==> src/rtl/gpr_pkg.sv <==
// Shared constants for the general register file.
// Assumes exactly eight registers; the byte-index encoding depends on it.
package gpr_pkg;
    localparam int NUM_REGS  = 8;
    localparam int IDX_W     = $clog2(NUM_REGS);
    localparam int SPLIT_CNT = NUM_REGS / 2;   // registers with byte halves

    localparam int IDX_ACC  = 0;
    localparam int IDX_BASE = 1;
    localparam int IDX_CNT  = 2;
    localparam int IDX_DATA = 3;
    localparam int IDX_SRC  = 4;
    localparam int IDX_DST  = 5;
    localparam int IDX_FRM  = 6;
    localparam int IDX_STK  = 7;
endpackage

==> src/rtl/gpr_cell.sv <==
// One register with independent low/high byte write enables.
// Assumes the write controller never asserts an enable during reset.
// FORCE_EVEN clears bit 0 on every write, for the stack pointer.
module gpr_cell #(
    parameter int          WORD_W     = 16,
    parameter logic [WORD_W-1:0] RST_VAL = '0,
    parameter bit          FORCE_EVEN = 1'b0
) (
    input  logic                 clk,
    input  logic                 rst_n,
    input  logic                 lo_we,
    input  logic                 hi_we,
    input  logic [WORD_W/2-1:0]  lo_d,
    input  logic [WORD_W/2-1:0]  hi_d,
    output logic [WORD_W-1:0]    q
);
    localparam int BYTE_W = WORD_W / 2;

    logic [BYTE_W-1:0] lo_in;

    // Clear bit 0 of incoming low-byte data when the register must stay even.
    always_comb begin
        lo_in = lo_d;
        if (FORCE_EVEN) lo_in[0] = 1'b0;
    end

    // Store each byte half under its own enable.
    always_ff @(posedge clk) begin
        if (!rst_n) begin
            q <= RST_VAL;
        end else begin
            if (lo_we) q[BYTE_W-1:0]      <= lo_in;
            if (hi_we) q[WORD_W-1:BYTE_W] <= hi_d;
        end
    end
endmodule

==> src/rtl/gpr_wr_ctrl.sv <==
// Turns the indexed write port and the 32-bit pair path into per-register
// byte enables and byte data. The pair path wins on the accumulator and the
// data register. Byte mode reaches only the first SPLIT_CNT registers.
module gpr_wr_ctrl
    import gpr_pkg::*;
#(
    parameter int WORD_W = 16
) (
    input  logic                                wr_en,
    input  logic [IDX_W-1:0]                    wr_idx,
    input  logic                                wr_byte,
    input  logic [WORD_W-1:0]                   wr_data,
    input  logic                                pair_wr_en,
    input  logic [2*WORD_W-1:0]                 pair_wr_data,
    output logic [NUM_REGS-1:0]                 lo_we,
    output logic [NUM_REGS-1:0]                 hi_we,
    output logic [NUM_REGS-1:0][WORD_W/2-1:0]   lo_d,
    output logic [NUM_REGS-1:0][WORD_W/2-1:0]   hi_d
);
    localparam int BYTE_W = WORD_W / 2;

    for (genvar r = 0; r < NUM_REGS; r++) begin : g_reg
        logic word_hit, lo_hit, hi_hit, pair_hit;
        logic [WORD_W-1:0] pair_word;

        // Decode which halves of register r the write port targets.
        always_comb begin
            word_hit = wr_en && !wr_byte && (wr_idx == IDX_W'(r));
            lo_hit   = 1'b0;
            hi_hit   = 1'b0;
            if (r < SPLIT_CNT) begin
                lo_hit = wr_en && wr_byte && (wr_idx == IDX_W'(r));
                hi_hit = wr_en && wr_byte && (wr_idx == IDX_W'(r + SPLIT_CNT));
            end
        end

        // Pick the pair-path half that belongs to register r, if any.
        always_comb begin
            pair_hit  = 1'b0;
            pair_word = '0;
            if (r == IDX_ACC) begin
                pair_hit  = pair_wr_en;
                pair_word = pair_wr_data[WORD_W-1:0];
            end else if (r == IDX_DATA) begin
                pair_hit  = pair_wr_en;
                pair_word = pair_wr_data[2*WORD_W-1:WORD_W];
            end
        end

        // Merge both sources, pair path first, into enables and byte data.
        always_comb begin
            if (pair_hit) begin
                lo_we[r] = 1'b1;
                hi_we[r] = 1'b1;
                lo_d[r]  = pair_word[BYTE_W-1:0];
                hi_d[r]  = pair_word[WORD_W-1:BYTE_W];
            end else begin
                lo_we[r] = word_hit || lo_hit;
                hi_we[r] = word_hit || hi_hit;
                lo_d[r]  = wr_data[BYTE_W-1:0];
                hi_d[r]  = word_hit ? wr_data[WORD_W-1:BYTE_W] : wr_data[BYTE_W-1:0];
            end
        end
    end
endmodule

==> src/rtl/gpr_rd_port.sv <==
// One combinational read port. Word mode returns the indexed register.
// Byte mode uses the low index bits to pick one of the splittable registers,
// uses the top index bit to pick the half, and zero-extends the result.
module gpr_rd_port
    import gpr_pkg::*;
#(
    parameter int WORD_W = 16
) (
    input  logic [NUM_REGS-1:0][WORD_W-1:0] regs,
    input  logic [IDX_W-1:0]                idx,
    input  logic                            byte_sel,
    output logic [WORD_W-1:0]               data
);
    localparam int BYTE_W = WORD_W / 2;

    logic [WORD_W-1:0] split_src;

    // Select the word or the zero-extended byte.
    always_comb begin
        split_src = regs[{1'b0, idx[IDX_W-2:0]}];
        if (!byte_sel)
            data = regs[idx];
        else if (idx[IDX_W-1])
            data = {{BYTE_W{1'b0}}, split_src[WORD_W-1:BYTE_W]};
        else
            data = {{BYTE_W{1'b0}}, split_src[BYTE_W-1:0]};
    end
endmodule

==> src/rtl/gpr_bank.sv <==
// Top of the general register file: eight registers, two read ports, one
// indexed write port, a 32-bit pair write path, and parallel outputs for
// address logic. Synchronous active-low reset.
module gpr_bank
    import gpr_pkg::*;
#(
    parameter int                WORD_W   = 16,
    parameter logic [WORD_W-1:0] SP_RESET = 16'hFFFE
) (
    input  logic                clk,
    input  logic                rst_n,
    input  logic [2:0]          rd_a_idx,
    input  logic                rd_a_byte,
    output logic [WORD_W-1:0]   rd_a_data,
    input  logic [2:0]          rd_b_idx,
    input  logic                rd_b_byte,
    output logic [WORD_W-1:0]   rd_b_data,
    input  logic                wr_en,
    input  logic [2:0]          wr_idx,
    input  logic                wr_byte,
    input  logic [WORD_W-1:0]   wr_data,
    input  logic                pair_wr_en,
    input  logic [2*WORD_W-1:0] pair_wr_data,
    output logic [WORD_W-1:0]   sp_out,
    output logic [WORD_W-1:0]   si_out,
    output logic [WORD_W-1:0]   di_out
);
    localparam int BYTE_W   = WORD_W / 2;
    localparam int RD_PORTS = 2;

    logic [NUM_REGS-1:0][WORD_W-1:0] regs_q;
    logic [NUM_REGS-1:0]             lo_we, hi_we;
    logic [NUM_REGS-1:0][BYTE_W-1:0] lo_d, hi_d;

    logic [RD_PORTS-1:0][IDX_W-1:0]  rd_idx;
    logic [RD_PORTS-1:0]             rd_byte;
    logic [RD_PORTS-1:0][WORD_W-1:0] rd_data;

    gpr_wr_ctrl #(.WORD_W(WORD_W)) u_wr (
        .wr_en        (wr_en),
        .wr_idx       (wr_idx),
        .wr_byte      (wr_byte),
        .wr_data      (wr_data),
        .pair_wr_en   (pair_wr_en),
        .pair_wr_data (pair_wr_data),
        .lo_we        (lo_we),
        .hi_we        (hi_we),
        .lo_d         (lo_d),
        .hi_d         (hi_d)
    );

    for (genvar r = 0; r < NUM_REGS; r++) begin : g_cell
        gpr_cell #(
            .WORD_W     (WORD_W),
            .RST_VAL    ((r == IDX_STK) ? SP_RESET : '0),
            .FORCE_EVEN (r == IDX_STK)
        ) u_cell (
            .clk   (clk),
            .rst_n (rst_n),
            .lo_we (lo_we[r]),
            .hi_we (hi_we[r]),
            .lo_d  (lo_d[r]),
            .hi_d  (hi_d[r]),
            .q     (regs_q[r])
        );
    end

    // Gather the read-port inputs into arrays for the port generate loop.
    always_comb begin
        rd_idx[0]  = rd_a_idx;
        rd_idx[1]  = rd_b_idx;
        rd_byte[0] = rd_a_byte;
        rd_byte[1] = rd_b_byte;
    end

    for (genvar p = 0; p < RD_PORTS; p++) begin : g_rd
        gpr_rd_port #(.WORD_W(WORD_W)) u_rd (
            .regs     (regs_q),
            .idx      (rd_idx[p]),
            .byte_sel (rd_byte[p]),
            .data     (rd_data[p])
        );
    end

    // Drive the read ports and the parallel address outputs.
    always_comb begin
        rd_a_data = rd_data[0];
        rd_b_data = rd_data[1];
        sp_out    = regs_q[IDX_STK];
        si_out    = regs_q[IDX_SRC];
        di_out    = regs_q[IDX_DST];
    end
endmodule

==> config.mk <==
export PLATFORM = sky130hd
export DESIGN_NAME = gpr_bank
export DESIGN_NICKNAME = d
export VERILOG_FILES = /design/src/rtl/gpr_pkg.sv /design/src/rtl/gpr_cell.sv /design/src/rtl/gpr_wr_ctrl.sv /design/src/rtl/gpr_rd_port.sv /design/src/rtl/gpr_bank.sv
export SDC_FILE = /design/constraint.sdc
export NUM_CORES = 1
export LEC_CHECK = 0
export BUFFER_PORTS_ARGS = -buffer_cell sky130_fd_sc_hd__buf_2
export CAP_MARGIN = 20
export CELL_PAD_IN_SITES_DETAIL_PLACEMENT = 1
export CELL_PAD_IN_SITES_GLOBAL_PLACEMENT = 1
export CORE_UTILIZATION = 43
export CTS_CLUSTER_SIZE = 24
export DETAILED_ROUTE_END_ITERATION = 10
export PLACE_DENSITY_LB_ADDON = 0.1
export SLEW_MARGIN = 20
export SYNTH_ARGS = -nofsm -noshare
export SYNTH_HDL_FRONTEND = slang
export SYNTH_SLANG_ARGS = --single-unit
export TNS_END_PERCENT = 1
==> constraint.sdc <==
create_clock -name clk -period 1.86 [get_ports clk]
set_clock_uncertainty 0.05 [all_clocks]
set_input_delay 0.093 -clock clk [delete_from_list [all_inputs] [get_ports clk]]
set_output_delay 0.093 -clock clk [all_outputs]
set_load 0.05 [all_outputs]
==> key figures <==
Status
  • Status: complete, but fails checks
  • Violations in the final reports: setup timing

Clock tree
  • Clock buffers created by TritonCTS: 17
  • Worst-Skew Late Latency: 0.43 ns
  • Clock tree from TritonCTS: built
  • Buffer cell driving the clock tree root: sky130_fd_sc_hd__clkbuf_16
  • CTS H-tree lvls: 4
  • Clock sinks: 127
  • Clock transition at the registers of the reported paths: 0.06 ns
  • Clock Tree Buf Depth: 2

Synthesis
  • Synthesized instance count: 809
  • Total nets after synthesis: 873
  • Register area share after synthesis: 32.75%
  • Number of flops mapped to enable cells by yosys: 0
  • Count of warnings emitted by yosys: 0
  • Post-synth design cell area: 7762 um^2
  • Count of state elements after synthesis: 127
  • Fraction of registers with async set/reset: 0%
  • Most used DFF post-synth: sky130_fd_sc_hd__dfxtp_1
  • Mean area per synthesized cell: 9.595 um^2
  • Share of the synthesized area in the top cell type: 32.75%
  • Top cells by area, synth: sky130_fd_sc_hd__dfxtp_1, sky130_fd_sc_hd__mux4_2, sky130_fd_sc_hd__mux2i_1
  • Biggest area consumer among synthesized cells: sky130_fd_sc_hd__dfxtp_1
  • Number of distinct library cells after synthesis: 43

Detailed routing
  • Drt first-iter violations: 562
  • Wirelength, routed: 29460 um
  • DRT Pass-1 Iters: 4
  • Wire per inst: 24.39 um
  • DRC violations left: 0
  • Antenna viol nets, final: 0
  • Avg Vias per Cell: 6.171
  • Total number of vias: 7454

Floorplan
  • Floorplan die width: 136.4 um
  • Die footprint: 18590 um^2
  • Top-level I/O count: 144
  • Number of core rows: 48
  • Core area: 17480 um^2
  • Vert. Die Dim: 136.4 um
  • Starting density of the core: 44.42%

Cells and area
  • Area growth from synthesis to final layout: 30.42%
  • Share of post-route cells with drive strength above 1: 36.01%
  • Number of standard cells in the final layout excluding fillers: 1208
  • Post-route cell area: 10120 um^2
  • Register name with the most flops: g_cell.u_cell.q
  • Antenna cells: 0
  • Regs by FF count: g_cell.u_cell.q (127)
  • Fillcell total: 1938
  • Total number of nets in the final design: 1034
  • Flip-flop count of the largest register after layout: 127

GRT
  • Pin count of the biggest net entering global routing: 57
  • Vias in the first global route: 7812
  • Initial antenna violation count: 0
  • Overall track demand over capacity in global routing: 32.85%
  • Global-route wire length before repair: 45070 um
  • GRT overflow: 0

Critical path
  • Crit end category: output pin
  • Worst Path Required: 1.72 ns
  • Highest cell delay on the worst timing path: 0.45 ns
  • Launching element type of the critical path: flip-flop
  • Data arrival time at the worst-slack endpoint: 1.92 ns
  • Largest fanout on the critical path: 4
  • Count of cells along the worst register-to-register path: 2
  • Slowest cell on the critical path: sky130_fd_sc_hd__mux4_2
  • Sequence of cells on the critical path: mux4_2 > o211ai_1 > o21ai_1 > buf_6
  • CP Class: reg -> out

Place
  • DP Area: 8762 um^2
  • Count of input and output buffers: 142
  • Post-Place Cells: 1133
  • Detailed placer's ending HPWL: 21050 um
  • GP Congestion: 0.9524
  • Worst slack at placement: 0.07479 ns

Timing
  • Setup-failing EPs final: 10
  • Final Worst Setup Slack: -0.2025 ns
  • Slew Limit Fails: 0
  • Unrepaired setup endpoints after global routing: yes
  • Actual transition at the worst max-transition pin: 0.9731 ns
  • Hold slack: 0.01035 ns
  • Final critical-path share of the clock period: 110.9%
  • Remaining max-slew budget at the tightest pin: 34.99%
  • Max frequency: 0.4849 GHz
  • Final Hold Violating Endpoints: 0
  • Crit path time final: 2.062 ns

Run
  • Count of maximum capacitance violations: 0

Worst hold path
  • Min-delay worst type: in -> reg
  • Hold-critical path depth: 3

Power and ir drop
  • Power density normalized to cell area: 781.7 nW/um^2
  • Leakage component of the power: 4.012 nW
  • PnR Total Power: 7.914 mW
  • VDD IR max: 0.0006663 V
[synth_stat cells (all sizes together), types with 8 or more instances]
cell type / instances
buf: 37
clkbuf: 42
o21ai: 82
nand3: 19
dfxtp: 127
a22oi: 16
and2: 17
a21boi: 56
nor2: 52
nor2b: 26
mux2i: 58
mux4: 77
a211oi: 16
nand2: 131
o21a: 8
o22ai: 16
[where the power goes]
group	total (mW)	switching [mW]	internal, mW	leakage [nW]
sequential	2.91	0.106	2.80	1.04
clock	3.52	1.39	2.13	0.288
combinational	1.48	0.864	0.619	2.68
total	7.91	2.36	5.55	4.01
[cell type report]
type | instances | area (um^2) | share of cell area, %
sequential | 127 | 2591 | 25.60
tap | 225 | 281.5 | 2.781
multi-input combinational | 600 | 4961 | 49.00
clock inverter | 14 | 182.7 | 1.804
timing repair buffer | 221 | 1667 | 16.46
clock buffer | 18 | 429.2 | 4.239
inverter | 3 | 11.26 | 0.1112
[per-layer routing]
| layer | vias to the layer above | part of all wire (%) | track usage (%) | wire length (um) |
|---|---|---|---|---|
| met5 | - | 0 | 0 | 0 |
| met4 | 0 | 3.2 | 14.69 | 932 |
| met3 | 63 | 5.6 | 4.735 | 1646 |
| met2 | 323 | 50 | 55.78 | 14830 |
| met1 | 3787 | 41 | 41.22 | 12050 |
| li1 | 3281 | - | - | - |
[kinds of logic after synthesis]
logic type,Yosys count,synth area share (%)
simple gates,265,15.70
compound gates,198,16.83
mux,135,29.82
flops,127,32.75
buf+inv,82,4.739
xor+xnor,1,0.1129
other cells,1,0.04831
[timing repair]
| action | in CTS | in global routing |
|---|---|---|
| pin swaps | 3 | 2 |
| buffers inserted | 1 | 1 |
| hold endpoints to repair | 58 | 0 |
| hold buffers | 41 | 0 |
| gates resized for setup | 89 | 23 |
| setup endpoints to repair | 31 | 29 |
[stage by stage]
stage          util (%)  setup TNS (ns)
2_1_floorplan         -        -0.04778
3_3_place_gp      50.14               0
3_5_place_dp      50.14               0
4_1_cts           57.55         -0.3638
5_1_grt           57.93          -1.141
6_report          57.93         -0.5118
[worst paths after layout]
kind / from / to / slack [ns]
max reg2reg: g_cell[3].u_cell.q[11] / g_cell[3].u_cell.q[11] / 0.97
min: wr_data[0] / g_cell[5].u_cell.q[0] / 0.01
min reg2reg: g_cell[2].u_cell.q[5] / g_cell[2].u_cell.q[5] / 0.43
max: g_cell[0].u_cell.q[8] / rd_a_data[0] / -0.20
[critical path, delay by kind of cell, from the launching register on]
kind,cells,cell delay (ns)
compound gates,2,0.51
mux,1,0.45
flops,1,0.35
buf+inv,1,0.19
[cells in the final DEF (no fill, tap or decap), types with 4 or more instances in the layout]
cell                            synthesis  layout
sky130_fd_sc_hd__a21boi_1              23      23
sky130_fd_sc_hd__o21ai_1               18      20
sky130_fd_sc_hd__inv_6                  0       4
sky130_fd_sc_hd__buf_4                  5      35
sky130_fd_sc_hd__o21ai_0               64      62
sky130_fd_sc_hd__clkbuf_16              0      17
sky130_fd_sc_hd__nand2_1              131     131
sky130_fd_sc_hd__dfxtp_1              127      96
sky130_fd_sc_hd__o21a_1                 8       8
sky130_fd_sc_hd__buf_12                 0       7
sky130_fd_sc_hd__buf_2                 27     112
sky130_fd_sc_hd__nor2b_1               25      25
sky130_fd_sc_hd__buf_6                  1      26
sky130_fd_sc_hd__a211oi_1               8       8
sky130_fd_sc_hd__o22ai_2                0      14
sky130_fd_sc_hd__nand2b_1               5       5
sky130_fd_sc_hd__and2_1                17      17
sky130_fd_sc_hd__dfxtp_4                0       4
sky130_fd_sc_hd__dfxtp_2                0      27
sky130_fd_sc_hd__clkinv_4               0       4
sky130_fd_sc_hd__nor2_2                 1       7
sky130_fd_sc_hd__mux2i_1               58      58
sky130_fd_sc_hd__nand3_1               19      19
sky130_fd_sc_hd__dlygate4sd3_1          0      41
sky130_fd_sc_hd__mux4_2                77      77
sky130_fd_sc_hd__a211oi_2               8       8
sky130_fd_sc_hd__a22oi_1               16      16
sky130_fd_sc_hd__nor2_1                51      45
sky130_fd_sc_hd__a21boi_0              33      33
Power figures use the tool's default switching activity.
